--- src/rtl/coal_pkg.sv ---
package coal_pkg;

  // Field selected by the low address bit.
  typedef enum logic {
    FLD_THRESH = 1'b0,
    FLD_HOLD   = 1'b1
  } coal_field_e;

  function automatic int unsigned max_of(input int unsigned a, input int unsigned b);
    return (a > b) ? a : b;
  endfunction

endpackage

--- src/rtl/coal_cfg_regs.sv ---
module coal_cfg_regs #(
  parameter int NUM_VEC = 8,
  parameter int CNT_W   = 8,
  parameter int TIME_W  = 16,
  parameter int ADDR_W  = 4,
  parameter int DATA_W  = 16
) (
  input  logic                                clk,
  input  logic                                rst,
  input  logic                                we_i,
  input  logic [ADDR_W-1:0]                   waddr_i,
  input  logic [DATA_W-1:0]                   wdata_i,
  input  logic [ADDR_W-1:0]                   raddr_i,
  output logic [DATA_W-1:0]                   rdata_o,
  output logic [NUM_VEC-1:0][CNT_W-1:0]       thr_o,
  output logic [NUM_VEC-1:0][TIME_W-1:0]      hold_o
);
  import coal_pkg::*;

  localparam int VEC_W = ADDR_W - 1;

  logic [VEC_W-1:0] wr_vec, rd_vec;
  coal_field_e      wr_fld, rd_fld;
  logic             rd_valid;

  assign wr_vec   = waddr_i[ADDR_W-1:1];
  assign wr_fld   = coal_field_e'(waddr_i[0]);
  assign rd_vec   = raddr_i[ADDR_W-1:1];
  assign rd_fld   = coal_field_e'(raddr_i[0]);
  assign rd_valid = (32'(rd_vec) < NUM_VEC);

  // One threshold and one holdoff register per vector.
  for (genvar g = 0; g < NUM_VEC; g++) begin : g_reg
    logic hit;
    assign hit = we_i && (32'(wr_vec) == g);

    always_ff @(posedge clk) begin
      if (rst) begin
        thr_o[g]  <= '0;
        hold_o[g] <= '0;
      end else if (hit) begin
        if (wr_fld == FLD_THRESH) thr_o[g]  <= wdata_i[CNT_W-1:0];
        else                      hold_o[g] <= wdata_i[TIME_W-1:0];
      end
    end
  end

  // Registered read-back, showing pre-write contents.
  always_ff @(posedge clk) begin
    if (rst) begin
      rdata_o <= '0;
    end else if (!rd_valid) begin
      rdata_o <= '0;
    end else if (rd_fld == FLD_THRESH) begin
      rdata_o <= DATA_W'(thr_o[rd_vec]);
    end else begin
      rdata_o <= DATA_W'(hold_o[rd_vec]);
    end
  end

endmodule

--- src/rtl/coal_vec.sv ---
module coal_vec #(
  parameter int CNT_W  = 8,
  parameter int TIME_W = 16
) (
  input  logic              clk,
  input  logic              rst,
  input  logic              evt_i,
  input  logic              ack_i,
  input  logic [CNT_W-1:0]  thr_i,
  input  logic [TIME_W-1:0] hold_i,
  output logic              irq_o,
  output logic [CNT_W-1:0]  cnt_o,
  output logic              infl_o
);

  localparam logic [CNT_W-1:0]  CNT_MAX = '1;
  localparam logic [TIME_W-1:0] TMR_MAX = '1;

  logic [CNT_W-1:0]  cnt_q;
  logic [TIME_W-1:0] tmr_q;
  logic              infl_q;
  logic              pending, count_hit, time_hit, fire;

  // A threshold of 0 or 1 is met by any pending event; a holdoff of 0
  // is met by any timer value, so both collapse to per-event interrupts.
  assign pending   = (cnt_q != '0);
  assign count_hit = (cnt_q >= thr_i);
  assign time_hit  = (tmr_q >= hold_i);
  assign fire      = !infl_q && pending && (count_hit || time_hit);

  always_ff @(posedge clk) begin
    if (rst) begin
      cnt_q  <= '0;
      tmr_q  <= '0;
      infl_q <= 1'b0;
      irq_o  <= 1'b0;
    end else begin
      irq_o <= fire;
      if (fire) begin
        cnt_q  <= {{(CNT_W-1){1'b0}}, evt_i};
        tmr_q  <= '0;
        infl_q <= 1'b1;
      end else begin
        if (evt_i && (cnt_q != CNT_MAX)) cnt_q <= cnt_q + 1'b1;
        if (tmr_q != TMR_MAX)            tmr_q <= tmr_q + 1'b1;
        if (ack_i)                       infl_q <= 1'b0;
      end
    end
  end

  assign cnt_o  = cnt_q;
  assign infl_o = infl_q;

endmodule

--- src/rtl/coal_irq_ctrl.sv ---
module coal_irq_ctrl #(
  parameter int  NUM_RING = 4,
  parameter int  CNT_W    = 8,
  parameter int  TIME_W   = 16,
  localparam int NUM_VEC  = 2 * NUM_RING,
  localparam int VEC_W    = (NUM_VEC > 1) ? $clog2(NUM_VEC) : 1,
  localparam int ADDR_W   = VEC_W + 1,
  localparam int DATA_W   = (CNT_W > TIME_W) ? CNT_W : TIME_W
) (
  input  logic                clk,
  input  logic                rst,
  input  logic [NUM_RING-1:0] rx_evt_i,
  input  logic [NUM_RING-1:0] tx_evt_i,
  input  logic [NUM_VEC-1:0]  irq_ack_i,
  input  logic                cfg_we_i,
  input  logic [ADDR_W-1:0]   cfg_waddr_i,
  input  logic [DATA_W-1:0]   cfg_wdata_i,
  input  logic [ADDR_W-1:0]   cfg_raddr_i,
  output logic [DATA_W-1:0]   cfg_rdata_o,
  output logic [NUM_VEC-1:0]  irq_o
);

  logic [NUM_VEC-1:0]             vec_evt;
  logic [NUM_VEC-1:0][CNT_W-1:0]  vec_thr;
  logic [NUM_VEC-1:0][TIME_W-1:0] vec_hold;
  logic [NUM_VEC-1:0][CNT_W-1:0]  vec_cnt;
  logic [NUM_VEC-1:0]             vec_infl;

  // Receive rings occupy the low vectors, transmit rings the high ones.
  assign vec_evt = {tx_evt_i, rx_evt_i};

  coal_cfg_regs #(
    .NUM_VEC (NUM_VEC),
    .CNT_W   (CNT_W),
    .TIME_W  (TIME_W),
    .ADDR_W  (ADDR_W),
    .DATA_W  (DATA_W)
  ) cfg_i (
    .clk     (clk),
    .rst     (rst),
    .we_i    (cfg_we_i),
    .waddr_i (cfg_waddr_i),
    .wdata_i (cfg_wdata_i),
    .raddr_i (cfg_raddr_i),
    .rdata_o (cfg_rdata_o),
    .thr_o   (vec_thr),
    .hold_o  (vec_hold)
  );

  for (genvar g = 0; g < NUM_VEC; g++) begin : g_vec
    coal_vec #(
      .CNT_W  (CNT_W),
      .TIME_W (TIME_W)
    ) vec_i (
      .clk    (clk),
      .rst    (rst),
      .evt_i  (vec_evt[g]),
      .ack_i  (irq_ack_i[g]),
      .thr_i  (vec_thr[g]),
      .hold_i (vec_hold[g]),
      .irq_o  (irq_o[g]),
      .cnt_o  (vec_cnt[g]),
      .infl_o (vec_infl[g])
    );
  end

endmodule

--- config.mk ---
export PLATFORM = sky130hd
export DESIGN_NAME = coal_irq_ctrl
export DESIGN_NICKNAME = d
export VERILOG_FILES = /design/src/rtl/coal_pkg.sv /design/src/rtl/coal_cfg_regs.sv /design/src/rtl/coal_vec.sv /design/src/rtl/coal_irq_ctrl.sv
export SDC_FILE = /design/constraint.sdc
export NUM_CORES = 1
export LEC_CHECK = 0
export BUFFER_PORTS_ARGS = -buffer_cell sky130_fd_sc_hd__buf_4
export CORE_ASPECT_RATIO = 0.75
export CORE_MARGIN = 10
export CORE_UTILIZATION = 49
export CTS_BUF_LIST = sky130_fd_sc_hd__clkbuf_16
export DETAILED_ROUTE_END_ITERATION = 10
export HOLD_SLACK_MARGIN = 0.06
export PLACE_DENSITY = 0.64
export SLEW_MARGIN = 5
export SYNTH_ARGS = -nofsm -noshare
export SYNTH_HDL_FRONTEND = slang
export SYNTH_SLANG_ARGS = --single-unit
--- constraint.sdc ---
create_clock -name clk -period 2.88 [get_ports clk]
set_input_delay 0.288 -clock clk [delete_from_list [all_inputs] [get_ports clk]]
set_output_delay 0.288 -clock clk [all_outputs]
set_load 0.005 [all_outputs]
* Word-level counts from Yosys, hierarchy flattened
Index checks and enable logic that the tools add are counted.
** Cells by class
- $lt $le $gt $ge :: 17
- Eq/ne operators :: 23
- Reductions and logical operators :: 98
- Multiplexer cells :: 37
- Add/subtract/negate cells :: 16
- Bitwise operators :: 2
** Operators with widths (count)
- adder 16 x 1 -> 16 bit (second input constant) :: 8
- greater-or-equal comparator 16 bit :: 8
- inequality test 16 bit (second input constant) :: 8
- adder 8 x 1 -> 8 bit (second input constant) :: 8
- greater-or-equal comparator 8 bit :: 8
- inequality test 8 bit (second input constant) :: 8
- nonzero test 8 bit :: 8
- binary-select mux 16 bit (select 3 bit) :: 1
- logical AND 1 bit :: 32
- 2-to-1 mux 1 bit :: 32
- AND reduction 2 bit :: 16
- nonzero test 2 bit :: 16
- binary-select mux 8 bit (select 3 bit) :: 1
- OR reduction 2 bit :: 9
- 2-to-1 mux 16 bit :: 1
- 2-to-1 mux 8 bit :: 2
- == test 3 bit (second input constant) :: 4
- logical NOT 1 bit :: 8
- logical OR 1 bit :: 8
- == test 3 x 2 -> 1 bit (second input constant) :: 2
- < comparator 3 x 4 -> 1 bit (second input constant) :: 1
- == test 3 x 1 -> 1 bit (second input constant) :: 1
- logical NOT 3 bit :: 1
- NOT 1 bit :: 2
** Word-level totals
- Bits of input ports :: 43
- Register bits :: 416
- Output and inout port bits :: 24
- Word-level logic and storage cells :: 251

* Logic depth before layout (Yosys ltp)
- Depth after elaboration :: 4
- Gate-level depth with buffers :: 8
- Depth with buffers taken out :: 7

* Cells and area by module
Synthesis repeated with hierarchy kept, for this count alone.
** Second synthesis, totals
- Cells, all modules :: 2722
- Area total of the unflattened synthesis :: 23836.6 um^2
** By module, submodules not included
- coal_vec (g_vec[0].vec_i ...) :: area each 1878.1 um^2, sequential area each 520.5 um^2, cells an instance 227, instances 7
- coal_cfg_regs :: area each 8864.8 um^2, sequential area each 4164.0 um^2, cells an instance 911, instances 1
- coal_vec (g_vec[3].vec_i) :: area each 1825.5 um^2, sequential area each 520.5 um^2, cells an instance 222, instances 1

* Worst setup path after synthesis
Ideal clock, no wire load.
- Path type :: register -> register
- Start :: reg cfg_i.hold_o[29] (netlist name)
- End :: reg g_vec[1].vec_i.tmr_q[12]
- Setup time :: 0.079 ns
- Path buffers :: 1
- Stages on the path, launching flop included :: 9
- Arrival :: 2.075 ns
- Data required time :: 2.801 ns
- Period minus slack after synthesis :: 2.155 ns
- Slack :: 0.725 ns
- Cell sequence :: dfxtp_1 -> inv_1 -> ha_1 -> a21o_1 -> a21o_1 -> a221o_1 -> o41a_1 -> buf_6 -> a211oi_2
** Between the ends
- Longest elaborated chain between the ends :: 4
** Ends and longest elaborated chain
- start, declared :: line coal_cfg_regs.sv:16 : output logic [NUM_VEC-1:0][TIME_W-1:0] hold_o
- start signal, assigned by index :: line coal_cfg_regs.sv:43 : else hold_o[g] <= wdata_i[TIME_W-1:0];
- greater-or-equal comparator 16 bit :: line coal_vec.sv:28 : assign time_hit = (tmr_q >= hold_i);
- logical OR 1 bit :: line coal_vec.sv:29 : assign fire = !infl_q && pending && (count_hit || time_hit);
- logical AND 1 bit :: line coal_vec.sv:29
- OR reduction 2 bit (no line)
- end signal, assigned :: line coal_vec.sv:45 : if (tmr_q != TMR_MAX) tmr_q <= tmr_q + 1'b1;
- end, declared :: line coal_vec.sv:20 : logic [TIME_W-1:0] tmr_q;
Every way passes these cells.
A chain may end at the register's enable or synchronous reset.

* Final worst setup path
- Start :: reg cfg_i.hold_o[17] (netlist name)
- End :: reg g_vec[1].vec_i.cnt_q[1]
** Between the ends
- Longest elaborated chain between the ends :: 4
** Ends and longest elaborated chain
- greater-or-equal comparator 16 bit :: line coal_vec.sv:28
- logical OR 1 bit :: line coal_vec.sv:29
- logical AND 1 bit :: line coal_vec.sv:29
- OR reduction 2 bit (no line)
- end signal, assigned :: line coal_vec.sv:40 : cnt_q <= {{(CNT_W-1){1'b0}}, evt_i};
- end signal, assigned :: line coal_vec.sv:44 : if (evt_i && (cnt_q != CNT_MAX)) cnt_q <= cnt_q + 1'b1;
- end, declared :: line coal_vec.sv:19 : logic [CNT_W-1:0] cnt_q;
Every way passes these cells.

==> qor.csv <==
metric,value,unit
status,"complete, no violations",
powerDensity,562,nW/um^2
die_h,207,um
grt_first_pass_wirelength,110,mm
grt_max_degree,60,
setup_tns,0,ns
first_iter_violations,1975,
synth_edf_count,0,
yosysWarningCount,0,
port_buffers,66,
tightest_slew,0.864,ns
die-area,56000,sq um
async_reset_ff_share,0,%
clk_path_buf_depth,3,
synth_nets,2950,
critPathSlowestCell,o41a_1,
cts_buffers,44,
synthFlopType,dfxtp_1,
leakagePower,9.74,nW
cp_data_arrival_time,3.13,ns
dr.pass1.iters,5,
max_slew_margin,41.9,%
startpoint_type,flop,
grt_setup_unrepaired,no,
critPathBufInv,2,
viasPerCell,5.86,
clkSinkCount,416,
slew_viol_final,0,
h-tree-depth,2,
ys_seq_area_share,36.3,%
antenna_found_initial,7,
layout_min_cycle_time,2.65,ns
critPathTopFamily,compound AO/OA/AOI/OAI gates,
skew,0.0126,ns
placed_cells,3313,
syn_inst,2691,
maxCapViolCount,0,
finalHoldViolCount,0,
max_stage_delay,0.63,ns
cts_tree,yes,
post_dp_cell_area,24100,sq um
ir_drop,0.000422,V
post-route-cell-area,25600,sq um
crit_path_max_fanout,15,
die_w,270,um
cts_resized,0,
grt_pass1_vias,18795,
hpwl,54.2,mm
fmax,377,MHz
avgSynthCellArea,8.53,sq um
grt-ovfl-total,0,
avgRoutedWirePerCell,20.9,um
hp-class,input pin to flop,
finalNetCount,3004,
design.portCount,67,
fin_crit_sh,92.1,%
path_cells,inv_1 -> ha_1 -> nor2b_1 -> o211ai_1 -> a311oi_1 -> o41a_1 -> buf_4 -> nor2_1,
final_util,55.4,%
vias,19993,
synth.distinct_cells,63,
drive_gt1_share,8.71,%
rows,68,
drcViolationCount,0,
p_total,14.4,mW
worstPathRequired,3.35,ns
clkLatencyLatePin,0.59,ns
grt_use_total,24.7,%
clkTransAtPathRegs,0.06,ns
gp_congestion,1.00,
hold_ws,0.0668,ns
cp-end-kind,flop,
routed_wl,71.3,mm
critPathKind,flop to flop,
initial_core_util,49.7,%
coreArea,46200,sq um
layout_setup_ws,0.227,ns
area_delta_synth_final,11.5,%
root_buffer,clkbuf_16,
drtAntennaViolNets,0,
ys_seq_elements,416,
pre_cts_slack,0.284,ns
setup_violations,0,
fin_cells,3411,
synth_area,23000,sq um
==> synth_stat cells, types with 34 or more instances <==
cell type | instances | area (sq um)
clkbuf_1 | 67 | 251
xnor2_1 | 76 | 666
a211oi_1 | 34 | 255
nor2_1 | 280 | 1050
nor3_1 | 55 | 275
and3_1 | 35 | 219
ha_1 | 216 | 2700
nand4_1 | 72 | 450
nand2_1 | 384 | 1440
nand3_1 | 75 | 375
mux4_2 | 56 | 1260
o21ai_0 | 35 | 175
xor2_1 | 71 | 622
a21oi_1 | 222 | 1110
inv_1 | 229 | 860
dfxtp_1 | 416 | 8330
mux2i_1 | 75 | 751
==> power breakdown <==
part	switching, mW	total, mW	internal, mW
logic	1.37	2.41	1.03
clock network	2.48	5.58	3.10
registers	0.357	6.42	6.06
total	4.21	14.4	10.2
==> path summary, 6_finish.rpt <==
path | start | to | slack [ns] | depth (start not counted)
worst max-delay path | cfg_i.hold_o[17] | g_vec[1].vec_i.cnt_o[1] | 0.23 | 8
worst min-delay path | rst | g_vec[0].vec_i.irq_o | 0.07 | 2
worst max register to register | cfg_i.hold_o[17] | g_vec[1].vec_i.cnt_o[1] | 0.23 | 8
worst min register to register | g_vec[7].vec_i.infl_o | g_vec[7].vec_i.infl_o | 0.48 | 2
==> registers in the layout, summed over array words and instances, names as in the netlist <==
name,flops
cfg_i.thr_o,64
g_vec.vec_i.cnt_o,64
cfg_i.hold_o,128
g_vec.vec_i.irq_o,8
g_vec.vec_i.tmr_q,128
cfg_i.rdata_o,16
g_vec.vec_i.infl_o,8
==> layer usage <==
| metal | vias to the layer above | GRT usage (%) | share of wire (%) |
|---|---|---|---|
| li1 | 9432 | - | - |
| met1 | 9572 | 34.1 | 44 |
| met2 | 839 | 37.4 | 43 |
| met3 | 144 | 5.29 | 9.8 |
| met4 | 6 | 9.10 | 3.4 |
| met5 | - | 0 | 0.056 |
==> placed cells by master (no fill, tap or decap), types with 15 or more instances in the layout <==
cell type,Yosys,final
nor2b_1,22,22
nand4_1,72,72
and3_1,35,35
xnor2_1,76,76
dfxtp_1,416,416
a21o_1,16,16
and2_1,19,19
o21ai_0,35,35
a21oi_1,222,222
mux4_2,56,56
mux2i_1,75,75
dlygate4sd3_1,0,16
nor3_1,55,55
buf_4,10,99
ha_1,216,216
xor2_1,71,71
nor2_1,280,280
and4_1,22,22
a211oi_1,34,34
clkbuf_16,0,45
inv_1,229,239
a31oi_1,15,15
nand3_1,75,75
nand2_1,384,384
==> logic make-up after synthesis <==
logic type	synth area share [%]
AND/OR/NAND/NOR	20.5
buffers and inverters	5.97
multiplexers	8.76
flip-flops	36.3
adder cells (fa/ha/maj)	11.8
AO/OA/AOI/OAI	11.1
XOR/XNOR	5.61
==> what timing repair did <==
action	4_1_cts	5_1_grt
setup endpoints to repair	0	0
hold buffers	16	0
endpoints found under the hold margin	70	0
buffers inserted	0	0
==> layout make-up <==
class	instances	area (sq um)
Clock inverter	35	240
Multi-Input combinational cell	1934	13300
Timing Repair Buffer	120	995
Fill cell	4198	20600
Clock buffer	45	1130
Tap cell	630	788
Antenna cell	2	5.00
Sequential cell	416	8330
Inverter	229	860
No activity file was read; power rests on OpenSTA's default activity.
